==> config.mk <==
export PLATFORM = sky130hd
export DESIGN_NAME = flowctl_frame_gen
export DESIGN_NICKNAME = d
export VERILOG_FILES = /design/src/rtl/fcg_pkg.sv /design/src/rtl/fcg_req_latch.sv /design/src/rtl/fcg_holdoff.sv /design/src/rtl/fcg_serializer.sv /design/src/rtl/flowctl_frame_gen.sv
export SDC_FILE = /design/constraint.sdc
export NUM_CORES = 1
export LEC_CHECK = 0
export BUFFER_PORTS_ARGS = -buffer_cell sky130_fd_sc_hd__buf_4
export CAP_MARGIN = 40
export CORE_MARGIN = 1.5
export CORE_UTILIZATION = 40
export CTS_CLUSTER_SIZE = 10
export DETAILED_ROUTE_END_ITERATION = 10
export PLACE_DENSITY = 0.61
export SYNTH_ARGS = -nofsm -noshare
export SYNTH_HDL_FRONTEND = slang
export SYNTH_HIERARCHICAL = 1
export SYNTH_SLANG_ARGS = --single-unit
==> constraint.sdc <==
create_clock -name clk -period 4.53 [get_ports clk]
set_input_delay 0 -clock clk [delete_from_list [all_inputs] [get_ports clk]]
set_output_delay 0 -clock clk [all_outputs]
set_load 0.01 [all_outputs]
==> src/rtl/fcg_pkg.sv <==
package fcg_pkg;
   localparam int          FRAME_BYTES = 60;
   localparam int          MAX_CLASSES = 8;
   localparam int          QUANTA_W    = 16;
   localparam logic [47:0] CTRL_DA     = 48'h0180_C200_0001;
   localparam logic [15:0] CTRL_TYPE   = 16'h8808;
   localparam logic [15:0] OP_LINK     = 16'h0001;
   localparam logic [15:0] OP_PRIO     = 16'h0101;

   typedef enum logic [1:0] {
      REQ_NONE = 2'b00,
      REQ_XOFF = 2'b01,
      REQ_XON  = 2'b10,
      REQ_BAD  = 2'b11
   } req_code_t;

   typedef enum logic {
      SER_IDLE = 1'b0,
      SER_SEND = 1'b1
   } ser_state_t;
endpackage

==> src/rtl/fcg_req_latch.sv <==
module fcg_req_latch #(
   parameter int SLOTS = 1
) (
   input  logic               clk,
   input  logic               rst_n,
   input  logic               cap_en,
   input  logic [2*SLOTS-1:0] req,
   input  logic [SLOTS-1:0]   clr,
   output logic [SLOTS-1:0]   pend_xoff,
   output logic [SLOTS-1:0]   pend_xon
);
   import fcg_pkg::*;

   for (genvar s = 0; s < SLOTS; s++) begin : g_slot
      logic xoff_q;
      logic xon_q;
      req_code_t code;
      assign code = req_code_t'(req[2*s +: 2]);

      always_ff @(posedge clk or negedge rst_n) begin
         if (!rst_n) begin
            xoff_q <= 1'b0;
            xon_q  <= 1'b0;
         end else begin
            if (clr[s]) begin
               xoff_q <= 1'b0;
               xon_q  <= 1'b0;
            end
            if (cap_en) begin
               case (code)
                  REQ_XOFF: begin
                     xoff_q <= 1'b1;
                     xon_q  <= 1'b0;
                  end
                  REQ_XON: begin
                     xoff_q <= 1'b0;
                     xon_q  <= 1'b1;
                  end
                  default: ;
               endcase
            end
         end
      end

      assign pend_xoff[s] = xoff_q;
      assign pend_xon[s]  = xon_q;
   end
endmodule

==> src/rtl/fcg_holdoff.sv <==
module fcg_holdoff #(
   parameter int CW = 16
) (
   input  logic          clk,
   input  logic          rst_n,
   input  logic          load,
   input  logic [CW-1:0] load_val,
   input  logic          tick,
   output logic          clear
);
   logic [CW-1:0] cnt_q;

   always_ff @(posedge clk or negedge rst_n) begin
      if (!rst_n) begin
         cnt_q <= '0;
      end else if (load) begin
         cnt_q <= load_val;
      end else if (tick && (cnt_q != '0)) begin
         cnt_q <= cnt_q - 1'b1;
      end
   end

   assign clear = (cnt_q == '0);
endmodule

==> src/rtl/fcg_serializer.sv <==
module fcg_serializer
   import fcg_pkg::*;
(
   input  logic                             clk,
   input  logic                             rst_n,
   input  logic                             start,
   input  logic                             in_prio,
   input  logic [MAX_CLASSES-1:0]           in_cev,
   input  logic [MAX_CLASSES*QUANTA_W-1:0]  in_quanta,
   input  logic [47:0]                      in_sa,
   input  logic                             ready,
   output logic                             valid,
   output logic [7:0]                       data,
   output logic                             sop,
   output logic                             eop,
   output logic                             busy
);
   localparam int             IW       = $clog2(FRAME_BYTES);
   localparam logic [IW-1:0]  IDX_LAST = IW'(FRAME_BYTES - 1);
   localparam int             PRIO_END = 18 + 2*MAX_CLASSES;

   ser_state_t                      state_q;
   logic [IW-1:0]                   idx_q;
   logic                            prio_q;
   logic [MAX_CLASSES-1:0]          cev_q;
   logic [MAX_CLASSES*QUANTA_W-1:0] quanta_q;
   logic [47:0]                     sa_q;

   always_ff @(posedge clk or negedge rst_n) begin
      if (!rst_n) begin
         state_q  <= SER_IDLE;
         idx_q    <= '0;
         prio_q   <= 1'b0;
         cev_q    <= '0;
         quanta_q <= '0;
         sa_q     <= '0;
      end else begin
         case (state_q)
            SER_IDLE: begin
               if (start) begin
                  state_q  <= SER_SEND;
                  idx_q    <= '0;
                  prio_q   <= in_prio;
                  cev_q    <= in_cev;
                  quanta_q <= in_quanta;
                  sa_q     <= in_sa;
               end
            end
            default: begin
               if (ready) begin
                  if (idx_q == IDX_LAST) begin
                     state_q <= SER_IDLE;
                  end else begin
                     idx_q <= idx_q + 1'b1;
                  end
               end
            end
         endcase
      end
   end

   always_comb begin
      int b;
      int k;
      logic [15:0] op;
      b    = int'(idx_q);
      k    = 0;
      op   = prio_q ? OP_PRIO : OP_LINK;
      data = 8'h00;
      if (b < 6) begin
         data = CTRL_DA[8*(5-b) +: 8];
      end else if (b < 12) begin
         data = sa_q[8*(11-b) +: 8];
      end else if (b == 12) begin
         data = CTRL_TYPE[15:8];
      end else if (b == 13) begin
         data = CTRL_TYPE[7:0];
      end else if (b == 14) begin
         data = op[15:8];
      end else if (b == 15) begin
         data = op[7:0];
      end else if (prio_q) begin
         if (b == 17) begin
            data = cev_q;
         end else if ((b >= 18) && (b < PRIO_END)) begin
            k    = (b - 18) / 2;
            data = b[0] ? quanta_q[QUANTA_W*k +: 8] : quanta_q[QUANTA_W*k + 8 +: 8];
         end
      end else begin
         if (b == 16) begin
            data = quanta_q[15:8];
         end else if (b == 17) begin
            data = quanta_q[7:0];
         end
      end
   end

   assign valid = (state_q == SER_SEND);
   assign busy  = (state_q == SER_SEND);
   assign sop   = valid && (idx_q == '0);
   assign eop   = valid && (idx_q == IDX_LAST);
endmodule

==> src/rtl/flowctl_frame_gen.sv <==
module flowctl_frame_gen
   import fcg_pkg::*;
#(
   parameter int NUM_Q  = 4,
   parameter int HOLD_W = 16
) (
   input  logic                     clk,
   input  logic                     rst_n,
   input  logic                     cfg_pfc_en,
   input  logic [47:0]              cfg_src_addr,
   input  logic [15:0]              cfg_pause_quanta,
   input  logic [16*NUM_Q-1:0]      cfg_pfc_quanta,
   input  logic [HOLD_W-1:0]        cfg_holdoff,
   input  logic                     quanta_tick,
   input  logic [1:0]               link_req,
   input  logic [2*NUM_Q-1:0]       pfc_req,
   input  logic                     out_ready,
   output logic                     out_valid,
   output logic [7:0]               out_data,
   output logic                     out_sop,
   output logic                     out_eop
);
   localparam int QV_W = MAX_CLASSES * QUANTA_W;

   initial begin
      assert (NUM_Q >= 2 && NUM_Q <= MAX_CLASSES)
         else $error("NUM_Q must lie in 2..%0d", MAX_CLASSES);
      assert (HOLD_W >= 1)
         else $error("HOLD_W must be positive");
   end

   logic             lnk_xoff, lnk_xon, lnk_clr;
   logic [NUM_Q-1:0] prio_xoff, prio_xon, prio_clr;
   logic             hold_ok, busy, start, xoff_go;

   fcg_req_latch #(.SLOTS(1)) u_link_latch (
      .clk       (clk),
      .rst_n     (rst_n),
      .cap_en    (!cfg_pfc_en),
      .req       (link_req),
      .clr       (lnk_clr),
      .pend_xoff (lnk_xoff),
      .pend_xon  (lnk_xon)
   );

   fcg_req_latch #(.SLOTS(NUM_Q)) u_prio_latch (
      .clk       (clk),
      .rst_n     (rst_n),
      .cap_en    (cfg_pfc_en),
      .req       (pfc_req),
      .clr       (prio_clr),
      .pend_xoff (prio_xoff),
      .pend_xon  (prio_xon)
   );

   fcg_holdoff #(.CW(HOLD_W)) u_holdoff (
      .clk      (clk),
      .rst_n    (rst_n),
      .load     (xoff_go),
      .load_val (cfg_holdoff),
      .tick     (quanta_tick),
      .clear    (hold_ok)
   );

   logic [NUM_Q-1:0] prio_xoff_ok, prio_sel;
   logic             lnk_xoff_ok, lnk_sel;

   assign prio_xoff_ok = prio_xoff & {NUM_Q{hold_ok}};
   assign prio_sel     = prio_xoff_ok | prio_xon;
   assign lnk_xoff_ok  = lnk_xoff & hold_ok;
   assign lnk_sel      = lnk_xoff_ok | lnk_xon;

   assign start    = !busy && (cfg_pfc_en ? (|prio_sel) : lnk_sel);
   assign xoff_go  = start && (cfg_pfc_en ? (|prio_xoff_ok) : lnk_xoff_ok);
   assign lnk_clr  = start && !cfg_pfc_en;
   assign prio_clr = (start && cfg_pfc_en) ? prio_sel : '0;

   logic [QV_W-1:0]        prio_qv, link_qv, sel_qv;
   logic [MAX_CLASSES-1:0] prio_cev;

   for (genvar c = 0; c < MAX_CLASSES; c++) begin : g_class
      if (c < NUM_Q) begin : g_used
         assign prio_qv[QUANTA_W*c +: QUANTA_W] =
            prio_xoff_ok[c] ? cfg_pfc_quanta[16*c +: 16] : '0;
         assign prio_cev[c] = prio_sel[c];
      end else begin : g_unused
         assign prio_qv[QUANTA_W*c +: QUANTA_W] = '0;
         assign prio_cev[c] = 1'b0;
      end
   end

   assign link_qv = {{(QV_W-QUANTA_W){1'b0}}, (lnk_xoff_ok ? cfg_pause_quanta : 16'h0000)};
   assign sel_qv  = cfg_pfc_en ? prio_qv : link_qv;

   fcg_serializer u_ser (
      .clk       (clk),
      .rst_n     (rst_n),
      .start     (start),
      .in_prio   (cfg_pfc_en),
      .in_cev    (cfg_pfc_en ? prio_cev : '0),
      .in_quanta (sel_qv),
      .in_sa     (cfg_src_addr),
      .ready     (out_ready),
      .valid     (out_valid),
      .data      (out_data),
      .sop       (out_sop),
      .eop       (out_eop),
      .busy      (busy)
   );
endmodule

==> impl_metrics.csv, run 1 <==
group,metric,value,unit
run_status,status,"complete, but fails checks",
run_status,violations,"hold timing",
critical_path,critPathKind,"reg2out",
synth,synth_cells,949,
grt,use_met2,34.03,%
sta,hold_viol,8,
layout,layout-drive-gt1-share,34.60,%
clock_tree,numCtsBuffers,27,
synth,synth_ff_type,"dfrtp_1",
place,dp_hpwl,20.64,mm
grt,first_global_vias,9279,
sta,hold_slack,-0.003092,ns
drt,via_per_inst,5.188,
place,io_buffers,169,
synth,yosysMostFrequentCell,"dfrtp_1",
synth,synth_cell_types,75,
die,pin_count,170,
die,die_h,175.6,microns
drt,dr.pass1.iters,5,
critical_path,end_kind,"primary output",
sta,fin_worst_skew,0.009620,ns
clock_tree,clk_latency,0.54,ns
synth,ys_seq_area_share,45.80,%
clock_tree,clock_path_buffers,3,
synth,ys_ff_latch,218,
clock_tree,cts_tree,"yes",
synth,synth_compound_area_share,7.417,%
die,fp.coreArea,29010,sq um
synth,yosys.area.top_type,"dfrtp_1",
die,rows,62,
synth,synth_edf_count,0,
die,fp.dieW,175.6,microns
drt,post_drt_wl_per_cell,17.95,microns
synth,yosys.area_share.simple,10.52,%
clock_tree,cts_root_buf,"clkbuf_16",
drt,wl,31.07,mm
synth,yosysWarnings,6,
critical_path,critPathMaxFanout,10,
grt,antenna_found_initial,0,
power,power_leakage,0.007525,uW
sta,maxSlewHeadroom,50.49,%
clock_tree,h-tree-depth,1,
flow_run,cap_violations,0,
sta,period_share,91.07,%
grt,grt_pass1_wl,49.45,mm
layout,layout-area-overhead-vs-synth,36.41,%
power,ir_drop,520.4,uV
clock_tree,cts.sinks,218,
sta,worst_pin_slew,0.7426,ns
synth,synthXorXnorAreaFrac,0.6618,%
critical_path,timing.rr.start,"u_holdoff/cnt_q[0]",
sta,period_minus_slack,4.125,ns
layout,final_net_count,1522,
layout,antennaDiodeCount,0,
synth,ys_top_cells_by_area,"dfrtp_1, mux2_2, mux4_2, ha_1, and2_1",
sta,setup_violations,0,
synth,netlist_area,11910,sq um
die,die-area,30820,sq um
synth,ys_async_sr_fraction,100.0,%
critical_path,required,4.53,ns
synth,synthMuxAreaShare,28.44,%
grt,overflow,0,
grt,met3_usage,2.944,%
grt,gr-usage-met1,27.65,%
drt,vias,8981,
sta,final.setup.tns,0,ns
grt,grt.busiest_layer,"met2",
synth,synth_fa_ha_area_share,2.731,%
critical_path,worstSetupStartpointType,"flop",
grt,globalRouteTotalUtil,20.26,%
critical_path,critPathArrivalTime,4.13,ns
hold_path,hold_path_class,"in2async",
sta,rsz0062_at_grt,"false",
sta,max_clock_freq,242.4,MHz
place,gp_congestion,0.8557,
power,p_per_area,542.3,nW/um^2
synth,synth_top_area_share,45.80,%
grt,grt_max_degree,102,
drt,drtAntennaViolNets,0,
die,initial_utilization,41.05,%
synth,synth.avg_cell_area,12.55,sq um
synth,synth_top_family_by_area,"multiplexers",
drt,drcViolationCount,0,
sta,final-max-slew-violation-count,0,
clock_tree,clk_pin_slew,0.06,ns
synth,yosys-top-cells-count,"dfrtp_1, mux2_2, and2_1",
drt,drt-initial-drc-count,562,
critical_path,critical_path.startpoint,"u_ser/idx_q[3]",
clock_tree,cts_setup_buffers,0,
area by class of cell:
class	count	area, sq um
clock buffer	35	745.7
clock inverter	4	60.06
fill	2499	12770
inverter	27	101.3
multi-input combinational	706	6196
sequential	218	5456
tap	384	480.5
timing repair buffer	357	3207
report_power, final:
group	internal, uW	total [uW]	switching, uW
Sequential	2590	3040	451
Clock	1200	2000	801
Combinational	1950	3770	1820
kinds of logic after synthesis:
| family | after synthesis |
|---|---|
| buf+inv | 92 |
| mux | 256 |
| flops | 218 |
| xor+xnor | 9 |
| compound gates | 123 |
| fa+ha+maj | 26 |
| other cells | 1 |
| simple gates | 224 |
stage by stage:
stage	instances	worst slack, ns	utilization, %	cell area, sq um	power [uW]
6_report	1731	0.4048	56.00	16250	8810
5_1_grt	1731	0.1395	56.00	16250	9303
4_1_cts	1731	0.3828	56.00	16250	8873
3_5_place_dp	1521	0.6781	47.29	13720	6685
3_3_place_gp	1519	0.7313	47.12	13670	6583
2_1_floorplan	1016	0.9764	-	12160	5575
sequential cells by signal, indices dropped and copies added (netlist names):
signal                      flops
u_ser/prio_q                    1
u_ser/busy                      1
u_ser/idx_q                     6
u_link_latch/pend_xon           1
u_prio_latch/g_slot.xoff_q      4
u_ser/quanta_q                128
u_holdoff/cnt_q                16
u_ser/sa_q                     48
u_ser/cev_q                     8
u_prio_latch/g_slot.xon_q       4
u_link_latch/pend_xoff          1
worst max-delay path, stage by stage, from the launching register on:
cell	delay (ns)
dfrtp_1	0.50
inv_1	0.18
ha_1	0.33
a21bo_2	0.27
a211oi_1	0.24
ha_1	0.21
ha_1	0.48
mux4_2	0.39
mux4_2	0.53
a31oi_1	0.20
a211oi_1	0.09
buf_4	0.17
per-layer routing:
metal | vias up | wire [microns]
li1 | 4200 | -
met1 | 4500 | 14040
met2 | 242 | 14830
met3 | 39 | 1546
met4 | 0 | 647
met5 | - | 0
cells in the final DEF (no fill, tap or decap), types with 9 or more instances in the layout:
cell type,netlist,final
mux2i_1,11,11
a22o_1,16,16
conb_1,1,68
and2_1,51,51
mux4_1,9,9
a31oi_1,9,9
nor2b_1,17,16
inv_1,25,25
buf_4,13,179
nor3_1,16,16
o21ai_0,13,13
mux2_2,192,192
dfrtp_1,218,217
ha_1,26,26
dlygate4sd3_1,0,170
nor2_1,38,38
nand2_1,35,35
a21oi_1,23,23
nand3_1,15,15
clkbuf_16,0,27
mux4_2,33,33
path summary, 6_finish.rpt:
path / end / slack (ns) / cells past startpoint
worst max register to register: u_ser/quanta_q[82] / 0.55 / 11
worst min-delay path: u_ser/sa_q[28] / -0.003 / 3
worst min register to register: u_ser/quanta_q[57] / 0.50 / 1
worst max-delay path: out_data[7] / 0.40 / 11
min in group clk: u_holdoff/cnt_q[13] / 0.13 / 5
max in group asynchronous: u_ser/quanta_q[61] / 3.57 / 4
timing repair:
item | in CTS | in global routing
endpoints found under the hold margin | 257 | 0
hold buffers | 171 | 0
resized for setup | 0 | 0
Note: power is estimated with default switching activity, not from simulation.
==> run 2: changes to the inputs <==
RECOVER_POWER = 100   (was not set)
SKIP_LAST_GASP = 1   (was not set)
==> impl_metrics.csv, run 2 (same netlist as run 1, synthesis figures left out) <==
group,metric,value,unit
critical_path,worstSetupStartpointType,"flop",
clock_tree,clk_latency,0.54,ns
grt,antenna_found_initial,0,
layout,seqCellArea,5456,sq um
critical_path,regToRegSetupSlack,0.48,ns
die,initial_utilization,41.05,%
drt,drcViolationCount,0,
sta,rsz0062_at_grt,"false",
die,die-area,30820,sq um
die,fp.dieW,175.6,microns
clock_tree,clock_path_buffers,3,
run_status,status,"complete, but fails checks",
critical_path,timing.critical_path.buf_inv,2,
clock_tree,numCtsBuffers,27,
critical_path,cp_common_cell,"ha_1",
layout,top_register,"u_ser/quanta_q",
layout,fin_cells,1731,
sta,max_clock_freq,241.1,MHz
layout,reg_top3,"u_ser/quanta_q x128, u_ser/sa_q x48, u_holdoff/cnt_q x16",
grt,overflow,0,
die,fp.coreArea,29010,sq um
sta,final-max-slew-violation-count,143,
sta,hold_slack,0.1282,ns
drt,drt-initial-drc-count,456,
critical_path,critPathMaxFanout,8,
layout,layout-drive-gt1-share,33.63,%
critical_path,cp_top_family,"compound AO/OA/AOI/OAI gates",
power,ir_drop,518.2,uV
hold_path,hold_depth,5,
hold_path,hp-start,"quanta_tick",
hold_path,hold_path_class,"in2reg",
power,power_leakage,0.007456,uW
sta,fin_worst_skew,0.009418,ns
drt,vias,9008,
sta,final.setup.tns,0,ns
grt,globalRouteTotalUtil,20.26,%
power,p_per_area,542.6,nW/um^2
critical_path,critPathArrivalTime,4.15,ns
critical_path,slowest_delay,0.50,ns
die,rows,62,
grt,grt_max_degree,102,
place,gp_congestion,0.8557,
layout,final_net_count,1522,
die,die_h,175.6,microns
drt,post_drt_wl_per_cell,17.98,microns
critical_path,critPathKind,"reg2out",
layout,layout_commonest_cell,"dfrtp_1",
critical_path,timing.rr.start,"u_holdoff/cnt_q[0]",
clock_tree,cts_root_buf,"clkbuf_16",
layout,multi_input_area,6181,sq um
layout,largest_reg_flops,128,
sta,hold_viol,0,
layout,antennaDiodeCount,0,
layout,utilization,55.60,%
critical_path,end_kind,"primary output",
critical_path,timing.rr.end,"u_ser/quanta_q[82]",
run_status,violations,"capacitance limit, slew limit",
place,io_buffers,169,
clock_tree,h-tree-depth,1,
clock_tree,cts.sinks,218,
flow_run,cap_violations,3,
sta,period_share,91.57,%
sta,maxSlewHeadroom,-37.63,%
layout,layout.cells.most_common_list,"dfrtp_1, mux2_2, dlygate4sd3_1, buf_4, conb_1",
layout,layout-area-overhead-vs-synth,35.44,%
grt,first_global_vias,9279,
sta,period_minus_slack,4.148,ns
critical_path,crit_chain,"inv_1 > ha_1 > a21bo_2 > a211oi_1 > ha_1 > ha_1 > xor2_1 > o311a_1 > o211ai_1 > a31oi_1 > a211oi_1 > clkbuf_1",
sta,worst_pin_slew,2.064,ns
hold_path,worstHoldEndpoint,"u_holdoff/cnt_q[13]",
place,dp_hpwl,20.64,mm
drt,via_per_inst,5.204,
place,dp.cells,1521,
layout,nFillCells,2521,
power,p_total,8752,uW
drt,wl,31.12,mm
critical_path,cp_slowest_cell,"dfrtp_1",
critical_path,required,4.53,ns
sta,setup_violations,0,
grt,grt_pass1_wl,49.45,mm
drt,dr.pass1.iters,5,
die,pin_count,170,
clock_tree,clk_pin_slew,0.06,ns
clock_tree,cts_tree,"yes",
drt,drtAntennaViolNets,0,
critical_path,rr_worst_depth,11,
[run 2: changes by cell type in the layout (fill, tap and decap cells not counted)]
cell,previous run,this run
buf_4,179,170
buf_16,1,0
clkbuf_1,4,14
clkbuf_8,5,4
nor2b_1,16,17
mux2_1,8,10
o21ai_0,13,17
buf_6,0,1
buf_12,6,3
nor2b_4,1,0
mux2_4,3,1
o21ai_1,7,3
clkbuf_4,0,2
clkbuf_2,0,1
[run 2: what timing repair did]
item	4_1_cts	5_1_grt
buffers inserted	0	0
endpoints found under the setup margin	0	0
resized for setup	0	0
endpoints found under the hold margin	257	0
hold buffers	171	0
[run 2: through the flow]
step / setup slack, ns / cell area (sq um)
after floorplan: 0.9764 / 12160
after global placement: 0.7313 / 13670
after detailed placement: 0.6781 / 13720
after CTS: 0.3828 / 16250
after global routing: 0.1170 / 16130
final: 0.3820 / 16130
[run 2: worst max path at each step]
stage	startpoint	to	slack, ns	cells after the start
final	u_ser/idx_q[3]	out_data[7]	0.38	12
after global routing	u_holdoff/cnt_q[0]	u_ser/quanta_q[82]	0.12	11
after CTS	u_ser/idx_q[3]	out_data[7]	0.38	11
after detailed placement	u_holdoff/cnt_q[0]	u_ser/quanta_q[60]	0.68	11
after global placement	u_holdoff/cnt_q[0]	u_ser/quanta_q[7]	0.73	11
after floorplan	u_ser/idx_q[2]	out_data[6]	0.98	14
[run 2: report_power, final]
part | internal, uW | total (uW) | leakage, uW | switching [uW]
clock network | 1200 | 2000 | 0.000398 | 798
registers | 2590 | 3040 | 0.00281 | 449
logic | 1900 | 3710 | 0.00425 | 1820
total | 5690 | 8750 | 0.00746 | 3060
[run 2: routing by layer]
metal,wire length (microns),track usage (%)
met1,14000,27.65
met3,1541,2.944
met5,0,0
met4,660,4.950
met2,14920,34.03
[run 2: area by class of cell]
class                           count  area share [%]
Multi-Input combinational cell    706           38.32
Inverter                           27          0.6282
Timing Repair Buffer              357           19.26
Clock inverter                      4          0.3723
Sequential cell                   218           33.82
Clock buffer                       35           4.623
Tap cell                          384           2.978
[run 2: worst register-to-register path, stage by stage, from the launching register on]
cell      delay, ns
dfrtp_1        0.39
inv_1          0.09
ha_1           0.19
nor4b_1        0.53
nand4_1        0.36
inv_1          0.35
o41ai_1        0.13
a311oi_1       0.34
nor2b_1        0.31
buf_12         0.30
buf_4          0.52
mux2_2         0.41
